<file path="src/rtl/mitig_opt_pkg.sv">
package mitig_opt_pkg;

    localparam int REG_W   = 64;
    localparam int FIELD_W = 8;

    // Field positions (decoded by software)
    localparam int B_RNG  = 0;
    localparam int B_TXA  = 1;
    localparam int B_TLK  = 2;
    localparam int B_FBC  = 3;
    localparam int B_GDIS = 4;
    localparam int B_GLK  = 5;
    localparam int B_UMON = 6;
    localparam int B_MONF = 7;

    localparam logic [REG_W-1:0] RSVD_MASK =
        ~{{(REG_W-FIELD_W){1'b0}}, {FIELD_W{1'b1}}};

    typedef struct packed {
        logic mon_flush;
        logic umon_ign;
        logic gath_dis;
        logic fbclr_dis;
        logic txn_allow;
        logic rng_optout;
    } opt_state_t;

    typedef struct packed {
        logic fbclr;
        logic umon;
        logic monflush;
    } cap_t;

    localparam opt_state_t OPT_RESET = '{
        mon_flush:  1'b0,
        umon_ign:   1'b1,
        gath_dis:   1'b0,
        fbclr_dis:  1'b0,
        txn_allow:  1'b0,
        rng_optout: 1'b0
    };

    // Software-visible image of one thread's register
    function automatic logic [REG_W-1:0] compose_view(
        input opt_state_t s,
        input cap_t       c,
        input logic       tlock,
        input logic       glock
    );
        logic [REG_W-1:0] v;
        v         = '0;
        v[B_RNG]  = s.rng_optout;
        v[B_TXA]  = s.txn_allow & ~tlock;
        v[B_TLK]  = tlock;
        v[B_FBC]  = s.fbclr_dis & c.fbclr;
        v[B_GDIS] = s.gath_dis & ~glock;
        v[B_GLK]  = glock;
        v[B_UMON] = s.umon_ign & c.umon;
        v[B_MONF] = s.mon_flush & c.monflush;
        return v;
    endfunction

    // Merge accepted write data into the stored fields
    function automatic opt_state_t merge_write(
        input opt_state_t       s,
        input logic [REG_W-1:0] wd,
        input cap_t             c,
        input logic             tlock,
        input logic             glock
    );
        opt_state_t n;
        n = s;
        n.rng_optout = wd[B_RNG];
        if (!tlock)     n.txn_allow = wd[B_TXA];
        if (c.fbclr)    n.fbclr_dis = wd[B_FBC];
        if (!glock)     n.gath_dis  = wd[B_GDIS];
        if (c.umon)     n.umon_ign  = wd[B_UMON];
        if (c.monflush) n.mon_flush = wd[B_MONF];
        return n;
    endfunction

endpackage

</file>
<file path="src/rtl/mitig_req_decode.sv">
module mitig_req_decode
    import mitig_opt_pkg::*;
#(
    parameter int NUM_THREADS = 2,
    parameter int TID_W       = 1
) (
    input  logic                   req_valid,
    input  logic                   req_write,
    input  logic [TID_W-1:0]       req_thread,
    input  logic [REG_W-1:0]       req_wdata,
    output logic [NUM_THREADS-1:0] wr_sel,
    output logic                   wr_reject,
    output logic                   rd_fire,
    output logic                   idx_ok
);

    logic rsvd_hit;
    logic wr_req;

    assign idx_ok    = ({1'b0, req_thread} < (TID_W+1)'(NUM_THREADS));
    assign rsvd_hit  = |(req_wdata & RSVD_MASK);
    assign wr_req    = req_valid & req_write;
    assign wr_reject = wr_req & (~idx_ok | rsvd_hit);
    assign rd_fire   = req_valid & ~req_write;

    for (genvar t = 0; t < NUM_THREADS; t++) begin : g_sel
        assign wr_sel[t] = wr_req & ~wr_reject & (req_thread == TID_W'(t));
    end

endmodule

</file>
<file path="src/rtl/mitig_thread_reg.sv">
module mitig_thread_reg
    import mitig_opt_pkg::*;
(
    input  logic             clk,
    input  logic             rst,
    input  logic             wr_en,
    input  logic [REG_W-1:0] wr_data,
    input  cap_t             caps,
    input  logic             txn_lock,
    input  logic             gath_lock,
    input  logic             txn_dis,
    input  logic             enclave,
    output logic [REG_W-1:0] view,
    output logic             txn_ok,
    output logic             rng_on
);

    opt_state_t state_q;
    opt_state_t state_d;

    always_comb begin
        state_d = state_q;
        if (wr_en)     state_d = merge_write(state_q, wr_data, caps, txn_lock, gath_lock);
        if (txn_lock)  state_d.txn_allow = 1'b0;
        if (gath_lock) state_d.gath_dis  = 1'b0;
    end

    always_ff @(posedge clk) begin
        if (rst) state_q <= OPT_RESET;
        else     state_q <= state_d;
    end

    assign view   = compose_view(state_q, caps, txn_lock, gath_lock);
    assign txn_ok = view[B_TXA] & ~txn_dis;
    assign rng_on = ~view[B_RNG] | enclave;

endmodule

</file>
<file path="src/rtl/mitig_gather_agg.sv">
module mitig_gather_agg #(
    parameter int NUM_THREADS = 2
) (
    input  logic                   clk,
    input  logic                   rst,
    input  logic [NUM_THREADS-1:0] dis_vec,
    output logic                   core_off
);

    always_ff @(posedge clk) begin
        if (rst) core_off <= 1'b0;
        else     core_off <= &dis_vec;
    end

endmodule

</file>
<file path="src/rtl/mitig_opt_regs.sv">
module mitig_opt_regs
    import mitig_opt_pkg::*;
#(
    parameter int  NUM_THREADS = 2,
    localparam int TID_W       = (NUM_THREADS > 1) ? $clog2(NUM_THREADS) : 1
) (
    input  logic                   clk,
    input  logic                   rst,
    input  logic                   req_valid,
    input  logic                   req_write,
    input  logic [TID_W-1:0]       req_thread,
    input  logic [63:0]            req_wdata,
    input  logic                   cap_fbclr,
    input  logic                   cap_umon,
    input  logic                   cap_monflush,
    input  logic                   load_evt,
    input  logic [NUM_THREADS-1:0] txn_lock_in,
    input  logic [NUM_THREADS-1:0] txn_dis,
    input  logic [NUM_THREADS-1:0] enclave,
    output logic                   rsp_valid,
    output logic [63:0]            rsp_rdata,
    output logic                   wr_err,
    output logic [NUM_THREADS-1:0] txn_ok,
    output logic [NUM_THREADS-1:0] rng_mitig_on,
    output logic                   gath_mitig_off
);

    cap_t                   caps;
    logic                   glock_q;
    logic [NUM_THREADS-1:0] wr_sel;
    logic                   wr_reject;
    logic                   rd_fire;
    logic                   idx_ok;
    logic [REG_W-1:0]       view [NUM_THREADS];
    logic [NUM_THREADS-1:0] gdis_eff;
    logic [REG_W-1:0]       rd_mux;

    assign caps = '{fbclr: cap_fbclr, umon: cap_umon, monflush: cap_monflush};

    mitig_req_decode #(
        .NUM_THREADS (NUM_THREADS),
        .TID_W       (TID_W)
    ) u_dec (
        .req_valid  (req_valid),
        .req_write  (req_write),
        .req_thread (req_thread),
        .req_wdata  (req_wdata),
        .wr_sel     (wr_sel),
        .wr_reject  (wr_reject),
        .rd_fire    (rd_fire),
        .idx_ok     (idx_ok)
    );

    // One-way core lock, cleared only by reset
    always_ff @(posedge clk) begin
        if (rst)           glock_q <= 1'b0;
        else if (load_evt) glock_q <= 1'b1;
    end

    for (genvar t = 0; t < NUM_THREADS; t++) begin : g_thr
        mitig_thread_reg u_reg (
            .clk       (clk),
            .rst       (rst),
            .wr_en     (wr_sel[t]),
            .wr_data   (req_wdata),
            .caps      (caps),
            .txn_lock  (txn_lock_in[t]),
            .gath_lock (glock_q),
            .txn_dis   (txn_dis[t]),
            .enclave   (enclave[t]),
            .view      (view[t]),
            .txn_ok    (txn_ok[t]),
            .rng_on    (rng_mitig_on[t])
        );
        assign gdis_eff[t] = view[t][B_GDIS];
    end

    mitig_gather_agg #(
        .NUM_THREADS (NUM_THREADS)
    ) u_agg (
        .clk      (clk),
        .rst      (rst),
        .dis_vec  (gdis_eff),
        .core_off (gath_mitig_off)
    );

    always_comb begin
        rd_mux = '0;
        for (int t = 0; t < NUM_THREADS; t++) begin
            if (req_thread == TID_W'(t)) rd_mux = view[t];
        end
    end

    always_ff @(posedge clk) begin
        if (rst) begin
            rsp_valid <= 1'b0;
            rsp_rdata <= '0;
            wr_err    <= 1'b0;
        end else begin
            rsp_valid <= rd_fire;
            rsp_rdata <= (rd_fire && idx_ok) ? rd_mux : '0;
            wr_err    <= wr_reject;
        end
    end

endmodule

</file>
<file path="config.mk">
export PLATFORM = sky130hd
export DESIGN_NAME = mitig_opt_regs
export DESIGN_NICKNAME = d
export VERILOG_FILES = /design/src/rtl/mitig_opt_pkg.sv /design/src/rtl/mitig_req_decode.sv /design/src/rtl/mitig_thread_reg.sv /design/src/rtl/mitig_gather_agg.sv /design/src/rtl/mitig_opt_regs.sv
export SDC_FILE = /design/constraint.sdc
export NUM_CORES = 1
export LEC_CHECK = 0
export BUFFER_PORTS_ARGS = -buffer_cell sky130_fd_sc_hd__buf_2
export CAP_MARGIN = 10
export CORE_MARGIN = 3
export CORE_UTILIZATION = 34
export DETAILED_ROUTE_END_ITERATION = 8
export GPL_ROUTABILITY_DRIVEN = 0
export PLACE_DENSITY = 0.74
export SLEW_MARGIN = 5
export SYNTH_ARGS = -nofsm -noshare
export SYNTH_HDL_FRONTEND = slang
export SYNTH_SLANG_ARGS = --single-unit
</file>
<file path="constraint.sdc">
create_clock -name clk -period 1.55 [get_ports clk]
set_clock_uncertainty 0.1 [all_clocks]
set_input_delay 0.0775 -clock clk [delete_from_list [all_inputs] [get_ports clk]]
set_output_delay 0.0775 -clock clk [all_outputs]
set_load 0.01 [all_outputs]
</file>
; ---- After elaboration in Yosys (flattened, before gate mapping)
; Index checks and enable logic that the tools add are counted.
[op_classes]
add_sub_neg = 0
multipliers = 0
n_div = 0
n_lt_le_gt_ge = 0
n_eq_ne = 0
n_shift = 0
n_mux = 1
bitwise = 31
reduce_logical = 16
[ops]
columns = cell, count
row1 = 56-bit OR reduction, 1
row2 = 2-bit AND reduction, 11
row3 = 1-bit bitwise AND, 18
row4 = 1-bit NOT, 11
row5 = 8-bit two-way mux, 1
row6 = 2-bit OR reduction, 4
row7 = 1-bit bitwise OR, 2
[word_totals]
regBits = 80
latch_bits = 0
mem_bits_rw = 0
mem_bits_ro = 0
in_bits = 79
output_inout_bits = 71
elab_cells = 65
n_memories = 0

; ---- Logic depth before layout (Yosys ltp)
[depth]
word_depth = 6
mapped_depth = 5
mapped_depth_nobuf = 5

; ---- Cells and area by module
; From an unflattened synthesis, not the netlist that was laid out.
[hier_totals]
hier_cells = 418
area_unflattened_um2 = 4087.7
[by_module_without_submodules]
columns = mod, instances, cells_each, area_per_inst_um2, seq_area_each_um2
row1 = mitig_opt_regs, 1, 214, 2429.8, 1341.3
row2 = mitig_thread_reg, 2, 88, 726.9, 120.1
row3 = mitig_req_decode, 1, 26, 175.2, 0.0
row4 = mitig_gather_agg, 1, 2, 28.8, 20.0

; ---- Worst setup path after synthesis
; No wires, ideal clock.
[synth_path]
kind = input-to-reg
startpoint = input req_wdata[33]
endpoint = register g_thr[0].u_reg.state_q[4] (netlist name)
setup_time_ns = 0.122
arrival_time_ns = 1.428
required_time_ns = 1.328
setup_slack_ns = -0.100
stages = 5
cell_sequence = nor4_2 -> nand4_2 -> nor4_4 -> a21boi_1 -> a311o_1
[synth_between]
elab_chain_cells = 6
[synth_lines]
columns = item, line_no
row1 = from (decl), mitig_opt_regs.sv:12  ; input logic [63:0] req_wdata,
row2 = 56-bit OR reduction, mitig_req_decode.sv:21  ; assign rsvd_hit = |(req_wdata & RSVD_MASK);
row3 = 1-bit bitwise AND, mitig_req_decode.sv:23  ; assign wr_reject = wr_req & (~idx_ok | rsvd_hit);
row4 = 1-bit NOT, mitig_req_decode.sv:27  ; assign wr_sel[t] = wr_req & ~wr_reject & (req_thread == TID_W'(t));
row5 = 1-bit bitwise AND (2 in series), mitig_req_decode.sv:27
row6 = 2-bit AND reduction (no line), n/a
row7 = to (signal assigned), mitig_thread_reg.sv:30  ; else state_q <= state_d;
row8 = to (decl), mitig_thread_reg.sv:18  ; opt_state_t state_q;
; Every way passes these cells.
; A chain may end at the register's enable or synchronous reset.

; ---- Worst setup path in the final report
[layout_path]
startpoint = input req_wdata[49]
endpoint = register g_thr[0].u_reg.state_q[3] (netlist name)
; Same word-level chain as after synthesis.

==> flow_summary.toml <==
[placement]
io_buffers = 91
placed_cell_area_um2 = 2120
dp.cells = 339
hpwlAfterDp_um = 3490

[route]
totalWireLength_um = 4060
first_iter_violations = 39
drc = 0
antenna_left = 0
routedWlPerCell_um = 11.5
firstDrtPassIters = 3
viasPerCell = 4.14
via_count = 1459

[timing]
setup_viol = 0
timing_max_transition_violations_final = 0
fin_crit_sh_pct = 93.7
tns_ns = 0
rsz0062_at_grt = "false"
layout_min_cycle_time_ns = 1.45
hold_ws_ns = 0.0138
hold_violations = 0
fmax_ghz = 0.689

[clock_tree]
clock_path_buffers = 2
post_cts_buffers = 0
clock-sinks = 24
clk_pin_slew_ns = 0.08
cts_max_level = 1
cts-root-buf = "clkbuf_8"
tritoncts = "done"
clk_latency_ns = 0.26
cts_buffers = 3

[power_and_ir_drop]
power_frac_comb_pct = 19.6
clock_power_share_pct = 37.2
switching_share_pct = 25.1
power_frac_seq_pct = 43.2
leakagePower_nw = 1.11
ir_drop_mv = 0.348
p_per_area_nw_per_um2 = 630
p_int_mw = 1.08
switchingPower_mw = 0.363

[layout]
mostFrequentLayoutCells = "buf_2, conb_1, dfxtp_1"
n_antenna_cell = 0
final_area_um2 = 2300
fin_nets = 365
multi_input_area_um2 = 1030
fin_cells = 352
drive_above_1_share_pct = 45.6
n_fill_cell = 476
final_common_cell = "buf_2"
regArea_um2 = 480
area_growth_pct = 34.3

[floorplan]
initial_core_util_pct = 35.7
die-area_um2 = 5920
coreArea_um2 = 4790
rows = 25
die_w_um = 76.9
dieHeight_um = 76.9
pin_count = 150

[synthesis]
netlist_area_um2 = 1710
yosysSeqAreaShare_pct = 28.1
yosysWarnings = 0
post_synth.cell_area_avg_um2 = 9.61
synth_seq_cells = 24
synth_cell_types = 30
syn_inst = 178

[run]
drv_cap = 0

[worst_setup_path]
cp.buffers_inverters = 2
critical_path.top_delay_family = "simple AND/OR/NAND/NOR gates"
r2r-start = "g_thr[0].u_reg.state_q[5]"
critPathCaptureType = "register"
crit_path_cell_trace = "buf_2 -> nor4_4 -> nand4_4 -> nor4_4 -> buf_4 -> mux2i_1 -> nor3_1"
startpoint = "req_wdata[49]"
crit_required_ns = 1.60
path_common_cell = "nor4_4"
critPathMaxStageDelay_ns = 0.34
crit_path_max_fanout = 5
cpMaxStageDelayCell = "nor4_4"
cp.arrival_ns = 1.50
critPathKind = "primary input to register"
startpoint_type = "primary input"

[global_routing]
antenna_found_initial = 0
groute.usage.overall_pct = 12.7
grt_pass1_vias = 1440
grt_remaining_overflow = 0
grt_max_degree = 16
grt_pass1_wl_um = 6180

[status]
outcome = "completed"

[worst_hold_path]
hp-start = "cap_umon"
holdCritPathClass = "primary input to register"
## metrics by stage
stage | utilization (%) | worst slack [ns] | power, mW
floorplan | - | -0.0237 | 0.851
global placement | 44.2 | -0.173 | 0.898
detailed placement | 44.2 | -0.247 | 0.901
CTS | 47.6 | 0.0395 | 1.48
global route | 48.0 | 0.0172 | 1.54
finish | 48.0 | 0.0981 | 1.45
## routing by layer
metal | up-vias | wire length, µm | global-route usage, %
met5 | - | 0 | 0
met4 | 0 | 37 | 3.44
met3 | 4 | 472 | 4.23
met2 | 90 | 2130 | 24.9
met1 | 640 | 1420 | 12.4
li1 | 725 | - | -
## worst register-to-register path: stages (launching register included)
cell and delay, ns:
dfxtp_1 0.32, mux2_2 0.25, and3_1 0.17
## power by group through the flow
stage | combinational (mW) | clock (mW) | sequential [mW]
floorplan | 0.209 | 0 | 0.642
global placement | 0.258 | 0 | 0.640
detailed placement | 0.261 | 0 | 0.640
CTS | 0.279 | 0.572 | 0.625
global route | 0.310 | 0.602 | 0.626
finish | 0.283 | 0.539 | 0.625
## cells by family (layout without fill, tap and decap cells)
family / count (synthesis) / after routing / share of synthesized area (%)
DFF: 24 / 24 / 28.1
other: 1 / 56 / 0.219
buffers and inverters: 64 / 116 / 27.2
AOI/OAI and AO/OA: 11 / 11 / 5.05
and+or+nand+nor: 65 / 65 / 31.6
muxes: 13 / 13 / 7.83
## registers in the layout (all words and copies together) (netlist names)
| name | count |
|---|---|
| rsp_valid | 1 |
| g_thr.u_reg.view | 2 |
| u_agg.core_off | 1 |
| wr_err | 1 |
| rsp_rdata | 8 |
| g_thr.u_reg.state_q | 10 |
| glock_q | 1 |
## timing repair
action                                  4_1_cts  5_1_grt
gates resized for setup                       0        3
hold buffers                                  9        0
endpoints found under the setup margin        0        2
hold endpoints to repair                     13        0
## final cells by class
type | count | share of cell area [%]
Timing Repair Buffer | 110 | 27.0
Tap cell | 67 | 3.65
Multi-Input combinational cell | 145 | 45.0
Clock buffer | 3 | 1.80
Inverter | 2 | 0.327
Clock inverter | 1 | 1.31
Sequential cell | 24 | 20.9
## synth_stat cells (all sizes together)
library cell / number / share of area [%]
buf: 61 / 27
dfxtp: 24 / 28
nor4: 21 / 17
nor2: 11 / 2.4
mux2i: 10 / 5.9
nor3: 7 / 2.0
nand2: 5 / 1.1
nand4: 5 / 3.4
nand2b: 4 / 1.5
a21bo: 3 / 1.8
a21oi: 3 / 0.88
and3: 3 / 1.1
mux2: 3 / 2.0
nand3: 3 / 0.88
a21boi: 2 / 0.88
a311o: 2 / 1.2
and2: 2 / 0.73
inv: 2 / 0.44
a31oi: 1 / 0.37
clkbuf: 1 / 0.22
conb: 1 / 0.22
nand4b: 1 / 0.51
nor2b: 1 / 0.37
nor3b: 1 / 0.44
or3b: 1 / 0.51
## path summary, 6_finish.rpt
check	cells past startpoint	slack, ns	endpoint
setup / recovery	7	0.1	g_thr[0].u_reg.state_q[3]
hold / removal	2	0.01	rsp_rdata[6]
setup reg to reg	2	0.61	rsp_rdata[7]
hold reg to reg	2	0.37	u_agg.core_off
(Power assumes the default switching activity.)
